<file path="src/rtl/carry_split_counter_pkg.sv">
package carry_split_counter_pkg;
  // default geometry of the split counter
  localparam int unsigned DEF_TOTAL_W = 22;
  localparam int unsigned DEF_LOW_W   = 11;

  // value one below all-ones for a segment of the given width
  function automatic logic [31:0] seg_near_top(input int unsigned w);
    logic [31:0] v;
    v = (32'd1 << w) - 32'd2;
    return v;
  endfunction
endpackage

</file>
<file path="src/rtl/csc_low_seg.sv">
module csc_low_seg #(
  parameter int unsigned W = 11
) (
  input  logic         clk,
  input  logic         rst,
  input  logic         step,
  output logic [W-1:0] value,
  output logic         near_top
);
  import carry_split_counter_pkg::*;

  localparam logic [31:0]  NEAR_WIDE = seg_near_top(W);
  localparam logic [W-1:0] NEAR      = NEAR_WIDE[W-1:0];

  always_ff @(posedge clk) begin
    if (rst)       value <= '0;
    else if (step) value <= value + 1'b1;
  end

  // equality on this segment only; the adder output is not involved
  assign near_top = (value == NEAR);
endmodule

</file>
<file path="src/rtl/csc_carry_reg.sv">
module csc_carry_reg (
  input  logic clk,
  input  logic rst,
  input  logic step,
  input  logic near_top,
  output logic carry_q
);
  // set on the edge that brings the lower half to all-ones, kept while idle
  always_ff @(posedge clk) begin
    if (rst)       carry_q <= 1'b0;
    else if (step) carry_q <= near_top;
  end
endmodule

</file>
<file path="src/rtl/csc_high_seg.sv">
module csc_high_seg #(
  parameter int unsigned W = 11
) (
  input  logic         clk,
  input  logic         rst,
  input  logic         step,
  output logic [W-1:0] value
);
  always_ff @(posedge clk) begin
    if (rst)       value <= '0;
    else if (step) value <= value + 1'b1;
  end
endmodule

</file>
<file path="src/rtl/carry_split_counter.sv">
module carry_split_counter #(
  parameter int unsigned TOTAL_W = carry_split_counter_pkg::DEF_TOTAL_W,
  parameter int unsigned LOW_W   = carry_split_counter_pkg::DEF_LOW_W
) (
  input  logic               clk,
  input  logic               rst,
  input  logic               en,
  output logic [TOTAL_W-1:0] count
);
  localparam int unsigned HIGH_W = TOTAL_W - LOW_W;

  logic [LOW_W-1:0]  low_q;
  logic [HIGH_W-1:0] high_q;
  logic              near_top;
  logic              carry_q;
  logic              high_step;

  csc_low_seg #(.W(LOW_W)) u_low (
    .clk      (clk),
    .rst      (rst),
    .step     (en),
    .value    (low_q),
    .near_top (near_top)
  );

  csc_carry_reg u_carry (
    .clk      (clk),
    .rst      (rst),
    .step     (en),
    .near_top (near_top),
    .carry_q  (carry_q)
  );

  // the upper enable is one flip-flop ANDed with the input enable
  assign high_step = en & carry_q;

  csc_high_seg #(.W(HIGH_W)) u_high (
    .clk   (clk),
    .rst   (rst),
    .step  (high_step),
    .value (high_q)
  );

  assign count = {high_q, low_q};
endmodule

</file>
<file path="config.mk">
export PLATFORM = sky130hd
export DESIGN_NAME = carry_split_counter
export DESIGN_NICKNAME = d
export VERILOG_FILES = /design/src/rtl/carry_split_counter_pkg.sv /design/src/rtl/csc_low_seg.sv /design/src/rtl/csc_carry_reg.sv /design/src/rtl/csc_high_seg.sv /design/src/rtl/carry_split_counter.sv
export SDC_FILE = /design/constraint.sdc
export NUM_CORES = 1
export LEC_CHECK = 0
export BUFFER_PORTS_ARGS = -buffer_cell sky130_fd_sc_hd__buf_2
export CORE_UTILIZATION = 55
export CTS_CLUSTER_SIZE = 8
export DETAILED_ROUTE_END_ITERATION = 12
export PLACE_DENSITY = 0.82
export SLEW_MARGIN = 5
export SYNTH_ARGS = -nofsm -noshare
export SYNTH_HDL_FRONTEND = slang
export SYNTH_SLANG_ARGS = --single-unit
</file>
<file path="constraint.sdc">
create_clock -name clk -period 4.5 [get_ports clk]
set_clock_uncertainty 0.2 [all_clocks]
set_input_delay 0.225 -clock clk [delete_from_list [all_inputs] [get_ports clk]]
set_output_delay 0.225 -clock clk [all_outputs]
set_load 0.005 [all_outputs]
</file>
==> results of run 1 <==
==> critical path, delay by kind of cell (launching register included) <==
family	cells	cell delay [ns]
and+or+nand+nor	2	0.78
DFF	1	0.45
adders and majority gates	1	0.22
AOI/OAI and AO/OA	1	0.14
==> logic make-up after synthesis <==
kind of cell	Yosys count
simple gates	47
flops	23
compound gates	29
fa+ha+maj	3
mux	1
xor+xnor	6
buf+inv	7
==> through the flow <==
| step | util (%) | area, µm² |
|---|---|---|
| 2_1_floorplan | - | 1049 |
| 3_3_place_gp | 66.95 | 1181 |
| 3_5_place_dp | 66.95 | 1181 |
| 5_1_grt | 68.51 | 1209 |
| 4_1_cts | 68.51 | 1209 |
| 6_report | 68.51 | 1209 |
==> Yosys cell counts <==
cell       n
a211oi_1   1
a21oi_1   15
buf_6      1
clkbuf_1   2
dfxtp_1   23
ha_1       3
inv_1      4
mux2_2     1
nand2_1    9
nand3_1    6
nand4_1    5
nand4_4    2
nor2_1     8
nor2b_1    1
nor4_1     1
o21ai_0    6
o31ai_1    7
or2b_2     1
or3_1      5
or3_2      1
or4_1      8
xnor2_1    2
xor2_1     4
==> path summary, 6_finish.rpt <==
kind | from | endpoint | slack, ns | depth (start not counted)
max | u_low.value[0] | u_low.value[10] | 2.64 | 4
min | en | u_high.value[1] | 0.11 | 3
max reg2reg | u_low.value[0] | u_low.value[10] | 2.64 | 4
min reg2reg | u_high.value[10] | u_high.value[10] | 0.29 | 2
==> cells in the final DEF, fill, tap and decap left out <==
master,n
buf_2,24
clkbuf_4,3
ha_1,3
xor2_1,4
clkinv_2,1
nor2_1,8
nand2_1,9
a21oi_1,15
a211oi_1,1
or4_1,8
nand3_1,6
nor4_1,1
dfxtp_1,23
nor2b_1,1
nand4_4,2
or3_1,5
xnor2_1,2
inv_1,4
nand4_1,5
mux2_2,1
or3_2,1
o21ai_0,6
or2b_2,1
o31ai_1,7
==> final cells by class <==
cell class | instances | area share, %
clock buffers | 3 | 1.863
repair buffers | 24 | 9.938
clock inverters | 1 | 0.4141
well taps | 25 | 2.588
flip-flops and latches | 23 | 38.10
multi-input cells | 86 | 45.86
inverters | 4 | 1.242
==> power breakdown <==
| part | internal [mW] | leakage [nW] | total (mW) | switching, mW |
|---|---|---|---|---|
| logic | 0.00504 | 0.259 | 0.0142 | 0.00917 |
| registers | 0.206 | 0.186 | 0.209 | 0.00325 |
| clock network | 0.0331 | 0.0177 | 0.0936 | 0.0605 |
==> flip-flops by register name, indices dropped and copies added (netlist names) <==
register / count
u_carry.carry_q: 1
u_low.value: 11
u_high.value: 11
==> routing by layer <==
metal | share of wire, % | vias up | GRT usage (%)
met3 | 4.6 | 2 | 3.571
met1 | 49 | 430 | 28.01
met2 | 46 | 31 | 34.57
li1 | - | 485 | -
met5 | 0 | - | 0
met4 | 0.59 | 0 | 7.273
==> run_results.csv, run 1 <==
group,metric,value,unit
synth,syn_nets,122,
cells_and_area,area_growth,15.27,%
routing,ant_nets,0,
global_route,gr-total-overflow,0,
synth,yosys-mux-area-fraction,1.074,%
synth,ys_types,23,
worst_hold_path,hp-class,"input port to register",
global_route,grt_antenna_before_repair,0,
setup_path,end_kind,"register",
global_route,grt_pass1_wl,3.229,mm
cts,clock_latency,0.30,ns
placement,dp_cells,162,
placement,portBuffers,24,
timing,hold_viol,0,
cts,ctsHtreeMaxLevel,1,
synth,synthAdderAreaFrac,3.580,%
synth,syn-cell-area,1049,µm²
cells_and_area,stdcell_count,166,
synth,avgSynthCellArea,9.039,µm²
setup_path,start_kind,"register",
timing,slew_headroom,70.99,%
floorplan,core-area,1764,µm²
timing,worst_slew_pin_slew,0.4352,ns
setup_path,arrival,1.91,ns
cts,cts_sinks,23,
placement,place.detailed.hpwl,1.445,mm
synth,synth_xor_area_share,5.012,%
global_route,grt_max_degree,25,
cells_and_area,multiInputGateArea,554.3,µm²
run_status,status,"finished, final reports clean",
cts,cts_tree,"yes",
timing,hold-worst-slack,0.1147,ns
synth,synth_top_area_cell,"dfxtp_1",
synth,synth.top_cells.by_area,"dfxtp_1, a21oi_1, or4_1, o31ai_1, nand4_4",
cts,cts_setup_buffers,0,
global_route,grtUsageTotal,21.17,%
floorplan,die_h,45.66,µm
routing,remaining_drc_errors,0,
timing,setup_violations,0,
cts,cts_resized,0,
routing,routed_via_density,5.711,
timing,rsz0062_at_grt,"no",
cts,clockBufferDepth,2,
timing,clock.fmax,537.5,MHz
floorplan,start_util,59.43,%
timing,slew_violations,0,
cts,ctsHoldBuffers,0,
power_and_ir_drop,leakage,0.4620,nW
job,drv_cap,0,
setup_path,cp_data_required_time,4.55,ns
routing,drt-pass1-iter-count,5,
timing,period_minus_slack,1.860,ns
routing,routedWlPerCell,12.27,µm
routing,drtIter0Drc,14,
setup_path,crit_path_max_fanout,7,
cts,numCtsBuffers,3,
synth,netlist.area_leader.share,43.91,%
cells_and_area,layout-drive-gt1-share,23.40,%
timing,fin_crit_sh,41.34,%
setup_path,critical_path.max_stage_delay,0.53,ns
setup_path,path_cells,"ha_1 -> nand4_1 -> or4_1 -> a21oi_1",
synth,yosysWarnings,0,
power_and_ir_drop,power,316.7,µW
floorplan,dieArea,2085,µm²
synth,syn_inst,116,
global_route,grt_pass1_vias,745,
routing,vias,948,
cells_and_area,seq_area,460.4,µm²
synth,synth-simple-area-share,27.45,%
cells_and_area,n_fill_cell,170,
cts,clkTransAtPathRegs,0.13,ns
synth,ys_seq_area_share,43.91,%
routing,routed_wl,2.037,mm
placement,gp_congestion,0.7815,
setup_path,critPathSlowestCell,"or4_1",
cts,cts_root_buf,"clkbuf_4",
synth,synth-compound-area-share,15.75,%
placement,dp_slack,2.674,ns
power_and_ir_drop,peakVddDrop,0.1640,mV
timing,setup_slack,2.640,ns
timing,tns,0,ns
floorplan,rows,15,
power_and_ir_drop,p_per_area,262.0,nW/µm²
floorplan,io_pins,25,
cells_and_area,nNetsFinal,148,
floorplan,die_w,45.66,µm
synth,synth_top_family_by_area,"simple AND/OR/NAND/NOR gates",
synth,ys_seq_elements,23,
setup_path,critPathKind,"register to register",
cells_and_area,diodes,0,
No activity file was read; power rests on OpenSTA's default activity.
==> inputs of run 2 (changes only) <==
--- a/config.mk
+++ b/config.mk
@@ -6,10 +6,10 @@
 export NUM_CORES = 1
 export LEC_CHECK = 0
 export BUFFER_PORTS_ARGS = -buffer_cell sky130_fd_sc_hd__buf_2
-export CORE_UTILIZATION = 55
+export CORE_UTILIZATION = 51
 export CTS_CLUSTER_SIZE = 8
 export DETAILED_ROUTE_END_ITERATION = 12
-export PLACE_DENSITY = 0.82
+export PLACE_DENSITY = 0.76
 export SLEW_MARGIN = 5
 export SYNTH_ARGS = -nofsm -noshare
 export SYNTH_HDL_FRONTEND = slang
==> constraint.sdc (replaced) <==
create_clock -name clk -period 1.9 [get_ports clk]
set_clock_uncertainty 0.2 [all_clocks]
set_input_delay 0.095 -clock clk [delete_from_list [all_inputs] [get_ports clk]]
set_output_delay 0.095 -clock clk [all_outputs]
set_load 0.005 [all_outputs]
==> run 2 against run 1 <==
- via count down 0.42%
- clock power up 140%
- power up 140%
- design area up 2.4%
==> run_results.csv, run 2 (synthesized netlist as in run 1, its figures left out) <==
group,metric,value,unit
global_route,gr-total-overflow,0,
worst_hold_path,hp-start,"u_high.value[1]",
cells_and_area,layout-drive-gt1-share,22.92,%
placement,place.detailed.hpwl,1.446,mm
floorplan,core-area,1942,µm²
power_and_ir_drop,leakage,0.4718,nW
run_status,status,"finished, final reports clean",
setup_path,start_kind,"input port",
cts,cts_tree,"yes",
cells_and_area,top_regs,"u_high.value x11, u_low.value x11, u_carry.carry_q x1",
cells_and_area,final_common_cell,"buf_2",
timing,fin_crit_sh,94.87,%
cts,cts_sinks,23,
floorplan,dieArea,2241,µm²
cts,clockBufferDepth,2,
global_route,grt_pass1_wl,3.042,mm
cts,numCtsBuffers,3,
setup_path,cp_data_required_time,1.91,ns
job,drv_cap,0,
timing,period_minus_slack,1.803,ns
cells_and_area,diodes,0,
power_and_ir_drop,power,756.7,µW
cts,cts_setup_buffers,0,
setup_path,r2r_end,"u_high.value[10]",
placement,gp_congestion,0.7078,
cells_and_area,final_cell_mix,"buf_2, dfxtp_1, a21oi_1",
cells_and_area,final_core_util,63.72,%
routing,drt-pass1-iter-count,4,
timing,hold_viol,0,
cells_and_area,nNetsFinal,151,
routing,routedWlPerCell,11.79,µm
power_and_ir_drop,peakVddDrop,0.4731,mV
timing,rsz0062_at_grt,"no",
global_route,grt_antenna_before_repair,0,
setup_path,crit_path_max_fanout,13,
timing,setup_violations,0,
worst_hold_path,hold_end,"u_high.value[1]",
placement,portBuffers,24,
power_and_ir_drop,p_per_area,611.5,nW/µm²
timing,slew_violations,0,
setup_path,r2r_cells,4,
timing,slew_headroom,71.35,%
floorplan,start_util,53.99,%
cts,cts_root_buf,"clkbuf_4",
worst_hold_path,hp-class,"register to register",
setup_path,r2r_start,"u_high.value[0]",
global_route,grt_pass1_vias,710,
floorplan,io_pins,25,
cells_and_area,n_fill_cell,186,
floorplan,die_h,47.34,µm
global_route,grt_max_degree,25,
worst_hold_path,whs_path_depth,2,
routing,remaining_drc_errors,0,
timing,clock.fmax,554.8,MHz
global_route,grtUsageTotal,19.72,%
setup_path,r2r_slack,0.14,ns
cts,ctsHtreeMaxLevel,1,
routing,vias,944,
routing,drtIter0Drc,14,
floorplan,die_w,47.34,µm
floorplan,rows,16,
cts,clkTransAtPathRegs,0.12,ns
routing,ant_nets,0,
routing,routed_wl,2.016,mm
setup_path,arrival,1.82,ns
cts,clock_latency,0.31,ns
setup_path,end_kind,"register",
cells_and_area,area_growth,18.02,%
setup_path,critPathKind,"input port to register",
routing,routed_via_density,5.520,
timing,worst_slew_pin_slew,0.4298,ns
timing,tns,0,ns
run 2: cell types whose count changed in the layout (fill, tap and decap cells not counted):
cell           previous run  this run
clkbuf_1                  0         1
clkinv_2                  1         0
dlygate4sd3_1             0         2
buf_4                     0         1
run 2: worst max path at each step:
| stage | startpoint | to | slack, ns | cells past startpoint |
|---|---|---|---|---|
| after floorplan | u_low.value[0] | u_low.value[10] | 0.22 | 4 |
| after global placement | u_high.value[0] | u_high.value[10] | 0.26 | 4 |
| after detailed placement | u_high.value[0] | u_high.value[10] | 0.17 | 4 |
| after CTS | en | u_low.value[9] | 0.11 | 5 |
| after global routing | en | u_low.value[9] | 0.004 | 5 |
| final | en | u_low.value[9] | 0.1 | 5 |
run 2: what timing repair did:
item | in CTS | in global routing
endpoints found under the hold margin | 7 | 0
hold buffers | 2 | 0
gates resized for setup | 0 | 0
run 2: layer usage:
layer | wire length [µm] | track usage, % | vias to the layer above
met4 | 39 | 10.29 | 0
met2 | 930 | 27.40 | 20
li1 | - | - | 486
met3 | 58 | 4.615 | 5
met1 | 988 | 28.04 | 433
met5 | 0 | 0 | -
run 2: power breakdown:
part	internal, mW	total, mW	switching (mW)	leakage, nW
sequential	0.487	0.494	0.00723	0.186
clock	0.0820	0.227	0.145	0.0150
combinational	0.0143	0.0358	0.0215	0.271
total	0.583	0.757	0.173	0.472
run 2: worst max-delay path, cell delays in order:
cell	delay, ns
dlygate4sd3_1	0.52
buf_2	0.27
nand3_1	0.22
nor4_1	0.34
mux2_2	0.37
run 2: per-stage QoR:
stage          hold WS, ns  std cells  area [µm²]  worst slack, ns
2_1_floorplan     -0.03593        116        1049           0.2195
3_3_place_gp        0.2665        165        1191           0.2575
3_5_place_dp        0.2812        165        1191           0.1670
4_1_cts             0.2978        171        1237           0.1084
5_1_grt             0.3068        171        1237         0.003930
6_report            0.2954        171        1237          0.09750
run 2: cell type report:
class,instances,area (µm²),area share [%]
Clock buffer,4,26.28,2.123
Inverter,4,15.01,1.213
Multi-Input combinational cell,86,554.3,44.79
Timing Repair Buffer,27,147.6,11.93
Sequential cell,23,460.4,37.21
Tap cell,27,33.78,2.730
==> inputs of run 3 (changes only) <==
--- a/config.mk
+++ b/config.mk
@@ -6,10 +6,10 @@
 export NUM_CORES = 1
 export LEC_CHECK = 0
 export BUFFER_PORTS_ARGS = -buffer_cell sky130_fd_sc_hd__buf_2
-export CORE_UTILIZATION = 51
+export CORE_UTILIZATION = 55
 export CTS_CLUSTER_SIZE = 8
 export DETAILED_ROUTE_END_ITERATION = 12
-export PLACE_DENSITY = 0.76
+export PLACE_DENSITY = 0.82
 export SLEW_MARGIN = 5
 export SYNTH_ARGS = -nofsm -noshare
 export SYNTH_HDL_FRONTEND = slang
==> constraint.sdc (replaced) <==
create_clock -name clk -period 2.2 [get_ports clk]
set_clock_uncertainty 0.2 [all_clocks]
set_input_delay 0.11 -clock clk [delete_from_list [all_inputs] [get_ports clk]]
set_output_delay 0.11 -clock clk [all_outputs]
set_load 0.005 [all_outputs]
==> run 3 against run 2 <==
- sequential share of layout area is 0.30 points higher
- combinational power decreased by 11%
- routed wire length is 0.84% higher
- via count decreased by 0.42%
- first-iteration DRC count unchanged
- clock-buffer cell count did not move
- largest cell class unchanged
- non-clock buffer count fell by 1
- clock power is 15% lower
==> run_results.csv, run 3 (synthesized netlist as in run 1, its figures left out) <==
group,metric,value,unit
run_status,status,"finished, final reports clean",
setup_path,path_cells,"dlygate4sd3_1 -> buf_2 -> nand3_1 -> nor4_1 -> mux2_2",
floorplan,io_pins,25,
global_route,grtUsageTotal,21.38,%
cts,numCtsBuffers,3,
timing,setup_slack,0.3435,ns
routing,routed_wl,2.033,mm
floorplan,dieArea,2085,µm²
routing,drt-pass1-iter-count,4,
setup_path,r2r_start,"u_low.value[0]",
timing,tns,0,ns
setup_path,start_kind,"input port",
timing,period_minus_slack,1.856,ns
cells_and_area,area_growth,17.06,%
cells_and_area,diodes,0,
routing,routed_via_density,5.595,
floorplan,die_w,45.66,µm
cts,cts_resized,0,
routing,vias,940,
cts,ctsHoldBuffers,2,
cells_and_area,nNetsFinal,150,
cells_and_area,final_core_util,69.57,%
cts,clkTransAtPathRegs,0.12,ns
floorplan,start_util,59.43,%
placement,dp_slack,0.4091,ns
routing,routedWlPerCell,12.10,µm
cts,cts_tree,"yes",
cts,clockBufferDepth,2,
setup_path,critical_path.max_stage_delay,0.53,ns
setup_path,cp_data_required_time,2.22,ns
global_route,grt_pass1_wl,3.187,mm
cts,cts_root_buf,"clkbuf_4",
setup_path,critPathSlowestCell,"dlygate4sd3_1",
floorplan,core-area,1764,µm²
cells_and_area,n_fill_cell,161,
cells_and_area,layout-drive-gt1-share,22.38,%
timing,worst_slew_pin_slew,0.4220,ns
setup_path,end_kind,"register",
setup_path,crit_path_max_fanout,13,
timing,hold_viol,0,
global_route,grt_pass1_vias,735,
setup_path,critPathKind,"input port to register",
timing,rsz0062_at_grt,"no",
placement,dpl-instance-area,1181,µm²
timing,clock.fmax,538.7,MHz
setup_path,arrival,1.87,ns
routing,ant_nets,0,
cts,cts_sinks,23,
global_route,grt_antenna_before_repair,0,
job,drv_cap,0,
cells_and_area,multiInputGateArea,554.3,µm²
placement,portBuffers,24,
floorplan,rows,15,
cells_and_area,final_cell_mix,"buf_2, dfxtp_1, a21oi_1",
power_and_ir_drop,leakage,0.4676,nW
cts,cts_setup_buffers,0,
global_route,grt_max_degree,25,
global_route,gr-total-overflow,0,
worst_hold_path,hp-class,"register to register",
timing,slew_headroom,71.87,%
timing,setup_violations,0,
floorplan,die_h,45.66,µm
worst_hold_path,hp-start,"u_high.value[10]",
cells_and_area,final_common_cell,"buf_2",
cells_and_area,seq_area,460.4,µm²
cts,ctsHtreeMaxLevel,1,
cells_and_area,design_area,1227,µm²
timing,slew_violations,0,
placement,gp_congestion,0.7772,
power_and_ir_drop,p_per_area,530.9,nW/µm²
timing,fin_crit_sh,84.39,%
routing,remaining_drc_errors,0,
placement,place.detailed.hpwl,1.444,mm
routing,drtIter0Drc,14,
cts,clock_latency,0.31,ns
setup_path,cp-startpoint,"en",
cells_and_area,top_regs,"u_high.value x11, u_low.value x11, u_carry.carry_q x1",
power_and_ir_drop,peakVddDrop,0.6128,mV
[run 3: changes by cell type in the layout (fill, tap and decap cells not counted), sizes merged]
cell / delta
buf: -1
[run 3: path summary, 6_finish.rpt]
path                           end  slack [ns]  cells past startpoint
setup / recovery    u_low.value[9]        0.34                      5
hold / removal    u_high.value[10]        0.29                      2
hold reg to reg   u_high.value[10]        0.29                      2
setup reg to reg   u_low.value[10]        0.38                      4
[run 3: metal layers]
metal	vias to the layer above	share of wire [%]	GRT usage [%]
met5	-	0	0
met4	0	0	5.455
met3	0	4.1	7.143
met2	18	49	32.86
met1	431	47	28.64
li1	491	-	-
[run 3: final cells by class]
cell class	count	area share, %
multi-input combinational	86	45.16
sequential	23	37.51
inverter	4	1.223
timing repair buffer	26	11.42
tap	25	2.548
clock buffer	4	2.141
[run 3: worst max-delay path, delay by kind of cell]
family,cells,cell delay (ns)
muxes,1,0.37
buffers and inverters,2,0.81
and+or+nand+nor,2,0.59
[run 3: where the power goes]
group	leakage [nW]	switching, mW	internal, mW	total [mW]
combinational	0.267	0.0193	0.0126	0.0319
sequential	0.186	0.00635	0.421	0.427
clock	0.0150	0.122	0.0708	0.193
[run 3: stage by stage]
stage          hold slack, ns  total power [mW]  std cells
6_report               0.2857            0.6516        168
5_1_grt                0.3358            0.6863        168
4_1_cts                0.2881            0.6598        168
3_5_place_dp           0.2713            0.4653        162
3_3_place_gp           0.2618            0.4638        162
2_1_floorplan        -0.02093            0.4547        116
